## src/rtl/pwm_pkg.sv

```systemverilog
package pwm_pkg;
  typedef enum logic [1:0] {
    OC_HOLD_A = 2'b00,
    OC_HIGH   = 2'b01,
    OC_LOW    = 2'b10,
    OC_HOLD_B = 2'b11
  } oc_mode_e;

  localparam int N_CMP = 2;
  localparam int CMP_DUTY = 0;
  localparam int CMP_PER = 1;

  function automatic logic oc_drives(input logic [1:0] m);
    return (m == OC_HIGH) || (m == OC_LOW);
  endfunction

  function automatic logic oc_idle(input logic [1:0] m);
    return (m == OC_LOW);
  endfunction
endpackage

```

## src/rtl/pwm_shadow.sv

```systemverilog
module pwm_shadow #(
  parameter int W = 8
) (
  input  logic         clk,
  input  logic         rst,
  input  logic         load,
  input  logic [W-1:0] duty_in,
  input  logic [W-1:0] per_in,
  output logic [W-1:0] duty_q,
  output logic [W-1:0] per_q
);
  import pwm_pkg::*;

  logic [W-1:0] src [N_CMP];
  logic [W-1:0] shd [N_CMP];

  assign src[CMP_DUTY] = duty_in;
  assign src[CMP_PER]  = per_in;

  for (genvar gi = 0; gi < N_CMP; gi++) begin : g_shd
    always_ff @(posedge clk) begin
      if (rst) begin
        shd[gi] <= '0;
      end else if (load) begin
        shd[gi] <= src[gi];
      end
    end
  end

  assign duty_q = shd[CMP_DUTY];
  assign per_q  = shd[CMP_PER];
endmodule

```

## src/rtl/pwm_match.sv

```systemverilog
module pwm_match #(
  parameter int W = 8
) (
  input  logic         step,
  input  logic [W-1:0] cnt,
  input  logic [W-1:0] duty,
  input  logic [W-1:0] per,
  output logic         duty_hit,
  output logic         per_hit
);
  logic duty_valid;

  always_comb begin
    duty_valid = (duty < per);
    per_hit    = step && (cnt == per);
    duty_hit   = step && duty_valid && (cnt == duty);
  end
endmodule

```

## src/rtl/pwm_counter.sv

```systemverilog
module pwm_counter #(
  parameter int W = 8
) (
  input  logic         clk,
  input  logic         rst,
  input  logic         run,
  input  logic         step,
  input  logic         wrap,
  output logic [W-1:0] cnt
);
  always_ff @(posedge clk) begin
    if (rst || !run) begin
      cnt <= '0;
    end else if (wrap) begin
      cnt <= '0;
    end else if (step) begin
      cnt <= cnt + W'(1);
    end
  end
endmodule

```

## src/rtl/pwm_outctl.sv

```systemverilog
module pwm_outctl (
  input  logic       clk,
  input  logic       rst,
  input  logic       run,
  input  logic [1:0] mode,
  input  logic       duty_hit,
  input  logic       per_hit,
  output logic       pwm_q,
  output logic       irq_duty_q,
  output logic       irq_per_q
);
  import pwm_pkg::*;

  logic drives;
  logic idle_lvl;

  always_comb begin
    drives   = oc_drives(mode);
    idle_lvl = oc_idle(mode);
  end

  always_ff @(posedge clk) begin
    if (rst) begin
      pwm_q      <= 1'b0;
      irq_duty_q <= 1'b0;
      irq_per_q  <= 1'b0;
    end else begin
      irq_duty_q <= duty_hit;
      irq_per_q  <= per_hit;
      if (drives) begin
        if (!run || per_hit) begin
          pwm_q <= idle_lvl;
        end else if (duty_hit) begin
          pwm_q <= ~idle_lvl;
        end
      end
    end
  end
endmodule

```

## src/rtl/pwm_dual_compare.sv

```systemverilog
module pwm_dual_compare #(
  parameter int W = 8
) (
  input  logic         clk,
  input  logic         rst,
  input  logic         tick,
  input  logic         run,
  input  logic [W-1:0] duty_val,
  input  logic [W-1:0] period_val,
  input  logic [1:0]   oc_mode,
  output logic         pwm_out,
  output logic         irq_duty,
  output logic         irq_period
);
  logic         step;
  logic         duty_hit;
  logic         per_hit;
  logic         shd_load;
  logic [W-1:0] cnt_q;
  logic [W-1:0] duty_act;
  logic [W-1:0] per_act;

  assign step     = run && tick;
  assign shd_load = !run || per_hit;

  pwm_shadow #(.W(W)) u_shadow (
    .clk     (clk),
    .rst     (rst),
    .load    (shd_load),
    .duty_in (duty_val),
    .per_in  (period_val),
    .duty_q  (duty_act),
    .per_q   (per_act)
  );

  pwm_match #(.W(W)) u_match (
    .step     (step),
    .cnt      (cnt_q),
    .duty     (duty_act),
    .per      (per_act),
    .duty_hit (duty_hit),
    .per_hit  (per_hit)
  );

  pwm_counter #(.W(W)) u_counter (
    .clk  (clk),
    .rst  (rst),
    .run  (run),
    .step (step),
    .wrap (per_hit),
    .cnt  (cnt_q)
  );

  pwm_outctl u_outctl (
    .clk        (clk),
    .rst        (rst),
    .run        (run),
    .mode       (oc_mode),
    .duty_hit   (duty_hit),
    .per_hit    (per_hit),
    .pwm_q      (pwm_out),
    .irq_duty_q (irq_duty),
    .irq_per_q  (irq_period)
  );
endmodule

```

## config.mk

```make
export PLATFORM = sky130hd
export DESIGN_NAME = pwm_dual_compare
export DESIGN_NICKNAME = d
export VERILOG_FILES = /design/src/rtl/pwm_pkg.sv /design/src/rtl/pwm_shadow.sv /design/src/rtl/pwm_match.sv /design/src/rtl/pwm_counter.sv /design/src/rtl/pwm_outctl.sv /design/src/rtl/pwm_dual_compare.sv
export SDC_FILE = /design/constraint.sdc
export NUM_CORES = 1
export LEC_CHECK = 0
export BUFFER_PORTS_ARGS = -buffer_cell sky130_fd_sc_hd__buf_2
export CORE_MARGIN = 2
export CORE_UTILIZATION = 55
export CTS_CLUSTER_DIAMETER = 100
export DETAILED_ROUTE_END_ITERATION = 10
export GPL_TIMING_DRIVEN = 0
export PLACE_DENSITY = 0.81
export SLEW_MARGIN = 10
export SYNTH_ARGS = -nofsm -noshare
export SYNTH_HDL_FRONTEND = slang
export SYNTH_SLANG_ARGS = --single-unit
```

## constraint.sdc

```tcl
create_clock -name clk -period 2.8 [get_ports clk]
set_input_delay 0.7 -clock clk [delete_from_list [all_inputs] [get_ports clk]]
set_output_delay 0.7 -clock clk [all_outputs]
set_load 0.02 [all_outputs]
```

==> flow_metrics.py <==
metrics = {
    "clocking": {
        "cts_tree": "done",
        "post_cts.resized_instances": 0,
        "cts_buffers": 3,
        "hold_buffers": 0,
        "clock_path_buffers": 2,
        "clk_lat_worst_skew_ps": 330,
        "postCtsSetupRepairBufs": 0,
        "cts_num_sinks": 27,
        "clockRootBuffer": "sky130_fd_sc_hd__clkbuf_4",
        "cts_clock_pin_slew_for_the_worst_setup_and_hold_paths_ps": 140,
        "cts.htree.levels": 1,
    },
    "yosys": {
        "synth-xor-area-share_pct": 13.10,
        "synth.largest_area_cell": "sky130_fd_sc_hd__edfxtp_1",
        "synthMuxAreaShare_pct": 0,
        "synthTopCellsByArea": "sky130_fd_sc_hd__edfxtp_1 (33%), sky130_fd_sc_hd__dfxtp_1 (15%), sky130_fd_sc_hd__xor2_1 (11%)",
        "synthAdderAreaFrac_pct": 7.653,
        "synth_cell_type_count": 28,
        "combinational_family_with_the_most_area_after_synthesis": "simple AND/OR/NAND/NOR gates",
        "synth_warn": 0,
        "ys_seq_elements": 27,
        "synthFlopType": "sky130_fd_sc_hd__edfxtp_1",
        "ys_seq_area_share_pct": 47.62,
        "async_flop_share_pct": 0,
        "synth_area_per_cell_sq_um": 10.51,
        "synth_top_cell_area_share_pct": 32.65,
        "postSynthNetCount": 171,
        "simple_gate_portion_of_the_synthesized_area_pct": 20.49,
        "syn_area_sq_um": 1471,
        "synth_compound_gate_area_share_pct": 6.207,
        "synthesized_instance_count": 140,
        "synth-edff-count": 16,
    },
    "route": {
        "remaining_drc_errors": 0,
        "wire_per_inst_um": 13.72,
        "drt-total-wl_mm": 2.716,
        "ant_nets": 0,
        "firstDrtPassIters": 4,
        "detailroute.via_count": 1052,
        "initial_detailed_routing_violation_count": 31,
        "route.detailed.vias_per_inst": 5.313,
    },
    "die": {
        "area_inside_the_core_boundary_sq_um": 2500,
        "placementRows": 18,
        "die_h_um": 55.73,
        "initial_core_util_pct": 58.86,
        "fp.dieArea_sq_um": 3105,
        "horizontal_die_dimension_um": 55.73,
        "ioPinCount": 25,
    },
    "cells_and_area": {
        "postLayoutCellArea_sq_um": 1655,
        "fin_nets": 200,
        "final_layout_size_suffix_gt1_share_pct": 19.64,
        "layout-area-overhead-vs-synth_pct": 12.50,
        "n_fill_cell": 208,
        "diodes": 0,
        "count_of_placed_standard_cells_in_the_final_layout_fillers_left_out": 198,
        "seqCellArea_sq_um": 700.7,
        "multiInputGateArea_sq_um": 698.2,
    },
    "sta": {
        "timing_max_transition_violations_final": 0,
        "final.setup.tns_ps": 0,
        "fin_hold_ws_ps": 549.6,
        "skew_ps": 1.326,
        "max_slew.worst_pin.slew_ps": 1228,
        "final_period_minus_worst_setup_slack_ps": 2501,
        "max_freq_mhz": 399.9,
        "report.final.setup_viol": 0,
        "rsz_0062_raised_after_global_routing": "false",
        "worst_slew_margin_rel_pct": 18.16,
        "fin_crit_sh_pct": 89.31,
        "final_hold_fails": 0,
    },
    "global_route": {
        "global_route.usage.total_pct": 19.15,
        "pin_count_of_the_biggest_net_entering_global_routing": 25,
        "antenna_found_initial": 0,
        "first_global_vias": 1077,
        "grt.overflow.total": 0,
        "global_route_wire_length_before_repair_mm": 4.678,
    },
    "worst_setup_path": {
        "required_ps": 2760,
        "cp_most_frequent_cell": "sky130_fd_sc_hd__clkbuf_1",
        "slowest_cell_on_the_critical_path": "sky130_fd_sc_hd__clkbuf_1",
        "critical_path.reg2reg.endpoint": "u_shadow.shd[0][4]",
        "critPathMaxFanout": 24,
        "timing.rr.start": "u_counter.cnt[0]",
        "max_stage_delay_ps": 900,
        "ff2ff_path_depth": 6,
        "critPathKind": "reg -> reg",
        "rrSetupSlack_ps": 300,
        "end_kind": "flop",
        "path_cells": "clkbuf_1, xor2_1, nor2_1, a41oi_4, nand2b_1, clkbuf_1",
        "worst_setup_path_start_kind": "flop",
        "arrival_ps": 2460,
    },
    "place": {
        "placed_cells_incl_taps": 194,
        "dp_wirelength_mm": 2.108,
        "routabilityCongestion": 0.7839,
        "io_buffer_count": 24,
        "placed_area_sq_um": 1629,
    },
    "min_path": {
        "whs_path_depth": 2,
        "worst_hold_path.endpoint": "u_outctl.pwm_q",
        "start_point_of_the_worst_min_delay_path": "u_outctl.pwm_q",
        "worstHoldPathType": "reg -> reg",
    },
    "power": {
        "power.total_mw": 0.7454,
        "power_density_nw_per_um2": 450.3,
        "irDropWorstVdd_mv": 0.3380,
        "power_leakage_nw": 0.7417,
    },
    "outcome": {
        "outcome": "complete, no violations",
    },
    "run": {
        "max-cap-violations": 0,
    },
}
## worst max-delay path, delay by kind of cell, from the launching register on
family,cells,cell delay [ps]
flip-flops,1,360
AND/OR/NAND/NOR,2,330
buffers and inverters,2,1150
XOR/XNOR,1,100
AO/OA/AOI/OAI,1,180
## worst max path at each step
stage	start	end	slack (ps)	depth (start not counted)
2_1_floorplan	tick	u_shadow.shd[0][0]	670	4
3_3_place_gp	tick	u_shadow.shd[1][4]	320	5
3_5_place_dp	tick	u_shadow.shd[1][5]	270	5
4_1_cts	u_counter.cnt[0]	u_shadow.shd[0][0]	300	6
5_1_grt	u_counter.cnt[0]	u_shadow.shd[0][4]	120	6
6_report	u_counter.cnt[0]	u_shadow.shd[0][4]	300	6
## metrics by stage
stage	setup WS, ps	util, %
finish	299.3	66.22
detailed placement	267.5	65.17
CTS	303.6	66.22
global placement	317.4	65.17
global route	122.1	66.22
floorplan	668.6	-
## power breakdown
group	leakage (nW)	switching (mW)	internal, mW	total (mW)
registers	0.265	0.0146	0.444	0.459
logic	0.461	0.0639	0.0525	0.116
clock network	0.0150	0.114	0.0559	0.170
## logic make-up (layout without fill, tap and decap cells)
kind of cell    count (synthesis)  after routing
simple gates                   54             54
flops                          27             27
fa+ha+maj                       9              9
buf+inv                        16             44
xor+xnor                       22             22
compound gates                 12             12
## sequential cells by signal, indices dropped and copies added, names as in the netlist
name / flops
u_counter.cnt: 8
u_outctl.irq_duty_q: 1
u_outctl.irq_per_q: 1
u_outctl.pwm_q: 1
u_shadow.shd: 16
## synthesized netlist by cell type, types with 2 or more instances
library cell and instances:
sky130_fd_sc_hd__a21oi_1 7, sky130_fd_sc_hd__and2_1 17, sky130_fd_sc_hd__clkbuf_1 4, sky130_fd_sc_hd__dfxtp_1 11, sky130_fd_sc_hd__edfxtp_1 16, sky130_fd_sc_hd__ha_1 9
sky130_fd_sc_hd__inv_1 9, sky130_fd_sc_hd__nand2_1 8, sky130_fd_sc_hd__nand2b_1 2, sky130_fd_sc_hd__nand3_1 3, sky130_fd_sc_hd__nand4_1 5, sky130_fd_sc_hd__nor2_1 12
sky130_fd_sc_hd__nor4_2 2, sky130_fd_sc_hd__xnor2_1 4, sky130_fd_sc_hd__xor2_1 18
## cell usage in the layout (no fill, tap or decap)
cell | netlist | routed
sky130_fd_sc_hd__buf_2 | 1 | 25
sky130_fd_sc_hd__xor2_1 | 18 | 18
sky130_fd_sc_hd__and2_1 | 17 | 17
sky130_fd_sc_hd__edfxtp_1 | 16 | 16
sky130_fd_sc_hd__nor2_1 | 12 | 12
sky130_fd_sc_hd__dfxtp_1 | 11 | 11
sky130_fd_sc_hd__inv_1 | 9 | 9
sky130_fd_sc_hd__ha_1 | 9 | 9
sky130_fd_sc_hd__nand2_1 | 8 | 8
sky130_fd_sc_hd__a21oi_1 | 7 | 7
sky130_fd_sc_hd__clkbuf_1 | 4 | 5
sky130_fd_sc_hd__nand4_1 | 5 | 5
sky130_fd_sc_hd__xnor2_1 | 4 | 4
sky130_fd_sc_hd__nand3_1 | 3 | 3
sky130_fd_sc_hd__clkbuf_4 | 0 | 3
sky130_fd_sc_hd__nand2b_1 | 2 | 2
sky130_fd_sc_hd__nor4_2 | 2 | 2
sky130_fd_sc_hd__buf_6 | 1 | 1
sky130_fd_sc_hd__buf_4 | 1 | 1
sky130_fd_sc_hd__and3_1 | 1 | 1
sky130_fd_sc_hd__a41oi_4 | 1 | 1
sky130_fd_sc_hd__nor4_1 | 1 | 1
sky130_fd_sc_hd__o21ai_0 | 1 | 1
sky130_fd_sc_hd__or3_1 | 1 | 1
sky130_fd_sc_hd__o221ai_1 | 1 | 1
sky130_fd_sc_hd__a31o_1 | 1 | 1
sky130_fd_sc_hd__or4b_1 | 1 | 1
sky130_fd_sc_hd__nor3b_1 | 1 | 1
sky130_fd_sc_hd__a31oi_1 | 1 | 1
## area by class of cell
cell class              count  area share [%]
repair buffers             24           7.256
plain buffers               7           2.343
clock buffers               4           1.587
multi-input cells          97           42.18
inverters                   9           2.041
flip-flops and latches     27           42.33
well taps                  30           2.268
## per-layer routing
layer / share of wire [%] / global-route usage, %
met5: 0 / 0
met4: 1.8 / 7.317
met3: 4.9 / 2.558
met2: 50 / 36.05
met1: 43 / 21.65
No activity file was read; power rests on OpenSTA's default activity.
